===== src/rtl/fps_pkg.sv =====
package fps_pkg;
  typedef enum logic [2:0] {
    CAUSE_NONE = 3'd0,
    CAUSE_UV   = 3'd1,
    CAUSE_OLP  = 3'd2,
    CAUSE_OVP  = 3'd3,
    CAUSE_OTP  = 3'd4
  } fault_cause_e;

  typedef enum logic [1:0] {
    S_WAIT_ON  = 2'd0,
    S_RUN      = 2'd1,
    S_WAIT_LOW = 2'd2
  } seq_state_e;
endpackage


===== src/rtl/fps_overload_counter.sv =====
module fps_overload_counter #(
  parameter int unsigned OLP_CYCLES = 2048
) (
  input  logic clk,
  input  logic rst_n,
  input  logic arm,
  input  logic cyc_tick,
  input  logic ilim_pulse,
  output logic trip
);
  localparam int unsigned CW = $clog2(OLP_CYCLES + 1);
  localparam logic [CW-1:0] LAST = CW'(OLP_CYCLES - 1);
  localparam logic [CW-1:0] TOP  = CW'(OLP_CYCLES);

  logic          seen_q;
  logic [CW-1:0] cnt_q;
  logic          hit;

  assign hit = seen_q | ilim_pulse;

  always_ff @(posedge clk) begin
    if (!rst_n || !arm) begin
      seen_q <= 1'b0;
      cnt_q  <= '0;
    end else if (cyc_tick) begin
      seen_q <= 1'b0;
      cnt_q  <= hit ? cnt_q + 1'b1 : '0;
    end else if (ilim_pulse) begin
      seen_q <= 1'b1;
    end
  end

  assign trip = arm & cyc_tick & hit & (cnt_q == LAST);

  // a clean cycle restarts the run
  a_r4_clean_cycle_clears: assert property (@(posedge clk) disable iff (!rst_n)
    (arm && cyc_tick && !hit) |=> (cnt_q == '0));
  // no counting while switching is off
  a_r4_idle_holds_zero: assert property (@(posedge clk) disable iff (!rst_n)
    !arm |=> (cnt_q == '0));
  // the count never runs past the trip point
  a_r3_count_bounded: assert property (@(posedge clk) disable iff (!rst_n)
    cnt_q <= TOP);
endmodule


===== src/rtl/fps_ovp_filter.sv =====
module fps_ovp_filter #(
  parameter int unsigned OVP_US = 20
) (
  input  logic clk,
  input  logic rst_n,
  input  logic arm,
  input  logic ovp_raw,
  input  logic us_tick,
  output logic trip
);
  localparam int unsigned CW = $clog2(OVP_US + 1);
  localparam logic [CW-1:0] LAST = CW'(OVP_US - 1);

  logic [CW-1:0] cnt_q;

  always_ff @(posedge clk) begin
    if (!rst_n || !arm || !ovp_raw) begin
      cnt_q <= '0;
    end else if (us_tick && cnt_q != LAST) begin
      cnt_q <= cnt_q + 1'b1;
    end
  end

  assign trip = arm & ovp_raw & us_tick & (cnt_q == LAST);

  // any low sample restarts the persistence window
  a_r7_glitch_restarts: assert property (@(posedge clk) disable iff (!rst_n)
    !ovp_raw |=> (cnt_q == '0));
  // the window advances only on the time base
  a_r7_time_based: assert property (@(posedge clk) disable iff (!rst_n)
    (arm && ovp_raw && !us_tick) |=> $stable(cnt_q));
endmodule


===== src/rtl/fps_restart_fsm.sv =====
module fps_restart_fsm
  import fps_pkg::*;
(
  input  logic         clk,
  input  logic         rst_n,
  input  logic         supply_on,
  input  logic         supply_low,
  input  logic         otp_hot,
  input  logic         olp_trip,
  input  logic         ovp_trip,
  output logic         run,
  output fault_cause_e cause
);
  seq_state_e   state_q, state_d;
  fault_cause_e cause_q, cause_d;

  always_comb begin
    state_d = state_q;
    cause_d = cause_q;
    unique case (state_q)
      S_WAIT_ON: begin
        if (supply_on && !supply_low) begin
          state_d = S_RUN;
          cause_d = CAUSE_NONE;
        end
      end
      S_RUN: begin
        if (ovp_trip) begin
          state_d = S_WAIT_LOW;
          cause_d = CAUSE_OVP;
        end else if (olp_trip) begin
          state_d = S_WAIT_LOW;
          cause_d = CAUSE_OLP;
        end else if (supply_low) begin
          state_d = S_WAIT_ON;
          cause_d = CAUSE_UV;
        end else if (otp_hot) begin
          cause_d = CAUSE_OTP;
        end
      end
      S_WAIT_LOW: begin
        if (supply_low) state_d = S_WAIT_ON;
      end
      default: state_d = S_WAIT_ON;
    endcase
  end

  always_ff @(posedge clk) begin
    if (!rst_n) begin
      state_q <= S_WAIT_ON;
      cause_q <= CAUSE_NONE;
    end else begin
      state_q <= state_d;
      cause_q <= cause_d;
    end
  end

  assign run   = (state_q == S_RUN);
  assign cause = cause_q;

  // a latched fault ignores supply_on until supply_low appears
  a_r5_latch_waits_low: assert property (@(posedge clk) disable iff (!rst_n)
    (state_q == S_WAIT_LOW && !supply_low) |=> (state_q == S_WAIT_LOW));
  // entering the running state always starts with a clean cause
  a_r6_restart_clears: assert property (@(posedge clk) disable iff (!rst_n)
    (state_q == S_WAIT_ON && supply_on && !supply_low) |=> (cause_q == CAUSE_NONE));
endmodule


===== src/rtl/prot_hiccup_seq.sv =====
module prot_hiccup_seq
  import fps_pkg::*;
#(
  parameter int unsigned OLP_CYCLES = 2048,
  parameter int unsigned OVP_US     = 20
) (
  input  logic       clk,
  input  logic       rst_n,
  input  logic       supply_on,
  input  logic       supply_low,
  input  logic       ovp_raw,
  input  logic       otp_hot,
  input  logic       ilim_pulse,
  input  logic       cyc_tick,
  input  logic       us_tick,
  output logic       sw_en,
  output logic [2:0] fault_cause
);
  logic         run;
  logic         olp_trip;
  logic         ovp_trip;
  fault_cause_e cause;

  fps_overload_counter #(.OLP_CYCLES(OLP_CYCLES)) u_olp (
    .clk        (clk),
    .rst_n      (rst_n),
    .arm        (sw_en),
    .cyc_tick   (cyc_tick),
    .ilim_pulse (ilim_pulse),
    .trip       (olp_trip)
  );

  fps_ovp_filter #(.OVP_US(OVP_US)) u_ovp (
    .clk     (clk),
    .rst_n   (rst_n),
    .arm     (run),
    .ovp_raw (ovp_raw),
    .us_tick (us_tick),
    .trip    (ovp_trip)
  );

  fps_restart_fsm u_fsm (
    .clk        (clk),
    .rst_n      (rst_n),
    .supply_on  (supply_on),
    .supply_low (supply_low),
    .otp_hot    (otp_hot),
    .olp_trip   (olp_trip),
    .ovp_trip   (ovp_trip),
    .run        (run),
    .cause      (cause)
  );

  assign sw_en       = run & ~otp_hot;
  assign fault_cause = cause;

  // heat blocks switching in the same cycle
  a_r8_hot_blocks: assert property (@(posedge clk) disable iff (!rst_n)
    otp_hot |-> !sw_en);
  // a low supply never leaves switching on
  a_r9_low_stops: assert property (@(posedge clk) disable iff (!rst_n)
    supply_low |=> !sw_en);
  // an overload trip stops switching at once
  a_r3_olp_stops: assert property (@(posedge clk) disable iff (!rst_n)
    olp_trip |=> !sw_en);
  // overvoltage wins every coincidence
  a_r10_ovp_first: assert property (@(posedge clk) disable iff (!rst_n)
    ovp_trip |=> (fault_cause == 3'd3));
endmodule


===== config.mk =====
export PLATFORM = sky130hd
export DESIGN_NAME = prot_hiccup_seq
export DESIGN_NICKNAME = d
export VERILOG_FILES = /design/src/rtl/fps_pkg.sv /design/src/rtl/fps_overload_counter.sv /design/src/rtl/fps_ovp_filter.sv /design/src/rtl/fps_restart_fsm.sv /design/src/rtl/prot_hiccup_seq.sv
export SDC_FILE = /design/constraint.sdc
export NUM_CORES = 1
export LEC_CHECK = 0
export ABC_AREA = 0
export ABC_CLOCK_PERIOD_IN_PS = 3200
export CORE_UTILIZATION = 51
export DETAILED_ROUTE_END_ITERATION = 12
export GPL_TIMING_DRIVEN = 0
export MAX_ROUTING_LAYER = met4
export PLACE_DENSITY = 0.74
export SLEW_MARGIN = 10
export SYNTH_ARGS = -nofsm -noshare
export SYNTH_HDL_FRONTEND = slang
export SYNTH_SLANG_ARGS = --single-unit

===== constraint.sdc =====
create_clock -name clk -period 3.2 [get_ports clk]
set_input_delay 0.64 -clock clk [delete_from_list [all_inputs] [get_ports clk]]
set_output_delay 0.64 -clock clk [all_outputs]
set_load 0.01 [all_outputs]

==> results.toml <==
[status]
status = "complete, no violations"

[power]
power.share.clock_pct = 29.1
p_int_mw = 0.3512
power_density_normalized_to_cell_area_nw_per_um2 = 359.9
combinationalPowerShare_pct = 7.3
static-leakage-power_nw = 0.4303
total_power_mw = 0.4562
power_switching_mw = 0.1049
worst_ir_drop_on_vdd_mv = 0.1798
seq_power_share_pct = 63.5
switching_power_share_of_the_total_pct = 23.00

[clock_network]
cts.sink_count = 23
postCtsHoldBufs = 0
clockRootBuffer = "sky130_fd_sc_hd__clkbuf_4"
insertion_delay_ps = 310
cts_inserted_buffers = 3
postCtsSetupRepairBufs = 0
cts_tree = "yes"
clk_path_buf_depth = 2
deepest_level_of_the_cts_h_tree = 1
clock_transition_time_at_the_flip_flop_clock_pins_of_the_worst_setup_and_hold_paths_ps = 120
postCtsResizedCells = 0

[logic_synthesis]
synth-seq-cells = 23
synth-simple-area-share_pct = 30.77
post_synth_most_frequent_cells = "23 x sky130_fd_sc_hd__dfxtp_1, 22 x sky130_fd_sc_hd__nor2_1, 11 x sky130_fd_sc_hd__nand2_1"
synthArstFlopShare_pct = 0
synth_compound_gate_area_share_pct = 10.63
syn-instance-count = 128
synth_flop_cell = "sky130_fd_sc_hd__dfxtp_1"
post_synth_fa_ha_maj_area_fraction_pct = 2.262
synth-edff-count = 0
yosysUniqueCellTypes = 35
xor_and_xnor_area_share_after_synthesis_pct = 10.29
synth_area_leader_cell = "sky130_fd_sc_hd__dfxtp_1"
yosysMostFrequentCell = "sky130_fd_sc_hd__dfxtp_1"
netlist_area_sq_um = 1106
yosys_warnings = 0
synth_top_family_by_area = "simple AND/OR/NAND/NOR gates"
yosys-top-cells-area = "sky130_fd_sc_hd__dfxtp_1 42%, sky130_fd_sc_hd__nor2_1 7.5%, sky130_fd_sc_hd__xor2_1 6.3%, sky130_fd_sc_hd__xnor2_1 4.0%, sky130_fd_sc_hd__nand2_1 3.7%"
synth_sequential_area_ratio_pct = 41.63
proportion_of_synthesized_area_in_mux_cells_pct = 0.9050
synth_top_area_share_pct = 41.63
syn-mean-instance-area_sq_um = 8.641
synthesis.nets = 139

[timing]
achievable_clock_frequency_mhz = 374.9
final.hold.worst_slack_ps = 497.1
worstMarginPinSlew_ps = 421.0
clock-skew-final_ps = 7.499
post_layout_minimum_cycle_time_ps = 2667
rsz_0062_raised_after_global_routing = "false"
min_period_over_period_pct = 83.36
final.setup.tns_ps = 0
setup_slack_ps = 532.6
hold_violations = 0
finalSetupViolations = 0
slew_viol_final = 0
slew-limit-headroom_pct = 71.93

[finish]
multiInputGateArea_sq_um = 606.8
num-nets-final = 154
diodes = 0
seq_area_sq_um = 460.4
layout.filler_cells = 204
final_core_utilization_pct = 63.31
number_of_standard_cells_in_the_final_layout_excluding_fillers = 169
share_of_final_layout_standard_cells_stronger_than_drive_strength_1_pct = 7.042
areaGrowthSynthToFinish_pct = 14.59
design_area_sq_um = 1267

[setup_path]
setup.worst_path.start_class = "input port"
timing.critical_path.fanout_max = 3
slowest_stage = "sky130_fd_sc_hd__clkdlybuf4s50_1"
path_type_of_the_worst_setup_path = "input port to output pin"
max_stage_delay_ps = 600
end_kind = "output pin"
arrival_ps = 2030
worst_path_most_repeated_cell = "sky130_fd_sc_hd__clkdlybuf4s50_1"
timing.critical_path.required_ps = 2560
worstPathCellList = "clkdlybuf4s50_1 > nor3b_2 > clkdlybuf4s50_1"

[drt]
dr.first_iter.drc_count = 23
antenna_nets_post_route = 0
routed-via-count = 921
dr.pass1.iters = 4
drt-wirelength-per-cell_um = 11.02
vias_per_cell = 5.450
route.detailed.drc = 0
routed_wl_um = 1863

[flow_run]
cap_viol_max_count = 0

[global_routing]
global_route.usage.total_pct = 18.69
grt_first_pass_wirelength_um = 3374
grt_overflow_total = 0
grt_start_max_net_pins = 14
grt_pass1_vias = 848
grt_antenna_before_repair = 0

[place]
number_of_placed_instances_taps_included = 165
place.detailed.hpwl_um = 1430
placement_stage_cell_area_sq_um = 1240
gp_congestion = 0.8419
io_buffers = 10
pre_cts_slack_ps = 526.1

[die]
fp-row-count = 16
die-height_um = 48.57
initial_utilization_pct = 55.25
die_x_um = 48.57
core_sq_um = 2002
ioPinCount = 13
floorplan.die_area_sq_um = 2359

[hold_path]
hold_path_class = "flop to flop"
-- registers in the layout, indices dropped and copies added (netlist names) --
register and count:
u_olp.cnt_q 12, u_olp.seen_q 1, u_fsm.cause 3, u_ovp.cnt_q 5
u_fsm.state_q 2
-- cell families after synthesis --
group | Yosys count
buf+inv | 10
mux | 1
flops | 23
compound gates | 17
fa+ha+maj | 2
simple gates | 62
xor+xnor | 13
-- routing by layer --
layer	wire length (um)	share of wire (%)	vias up	GRT usage (%)
met5	0	0	-	-
met4	9	0.48	0	7.353
met3	86	4.6	2	2.830
met2	912	49	22	32.16
met1	855	46	423	21.89
li1	-	-	474	-
-- cells in the final DEF (no fill, tap or decap), types with 2 or more instances in the layout --
master	instances
sky130_fd_sc_hd__a21o_1	2
sky130_fd_sc_hd__a21oi_1	4
sky130_fd_sc_hd__a31oi_1	2
sky130_fd_sc_hd__clkbuf_1	2
sky130_fd_sc_hd__clkbuf_4	3
sky130_fd_sc_hd__clkdlybuf4s50_1	10
sky130_fd_sc_hd__dfxtp_1	23
sky130_fd_sc_hd__ha_1	2
sky130_fd_sc_hd__inv_1	7
sky130_fd_sc_hd__nand2_1	11
sky130_fd_sc_hd__nand2b_1	2
sky130_fd_sc_hd__nand3_1	8
sky130_fd_sc_hd__nand4_1	4
sky130_fd_sc_hd__nor2_1	22
sky130_fd_sc_hd__nor3_1	4
sky130_fd_sc_hd__o21ai_0	2
sky130_fd_sc_hd__or3_1	2
sky130_fd_sc_hd__xnor2_1	5
sky130_fd_sc_hd__xor2_1	8
-- critical path, delay by kind of cell --
kind	cells	cell delay [ps]
buf+inv	2	1060
simple gates	1	330
-- power by group through the flow --
stage                     logic, mW  registers (mW)  clock network, mW
after CTS                    0.0333           0.290              0.141
final                        0.0335           0.290              0.133
after global placement       0.0327           0.296                  0
after detailed placement     0.0330           0.296                  0
after floorplan              0.0177           0.296                  0
after global routing         0.0367           0.290              0.150
-- cell type report --
type,instances,share of cell area (%)
clock buffer,3,1.777
inverter,7,2.073
timing repair buffer,10,7.897
multi-input combinational,95,47.88
tap,27,2.665
sequential,23,36.33
clock inverter,1,0.3949
buffer,3,0.9872
-- final timing paths --
kind,startpoint,end,slack [ps],depth (start not counted)
worst max register to register,u_olp.cnt_q[5]$_SDFFE_PP0P_,u_fsm.cause[2]$_SDFFE_PN0P_,1520,4
worst min-delay path,u_ovp.cnt_q[1]$_SDFFE_PP0P_,u_ovp.cnt_q[1]$_SDFFE_PP0P_,500,2
worst max-delay path,otp_hot,sw_en,530,3
worst min register to register,u_ovp.cnt_q[1]$_SDFFE_PP0P_,u_ovp.cnt_q[1]$_SDFFE_PP0P_,500,2
(Power assumes the default switching activity.)
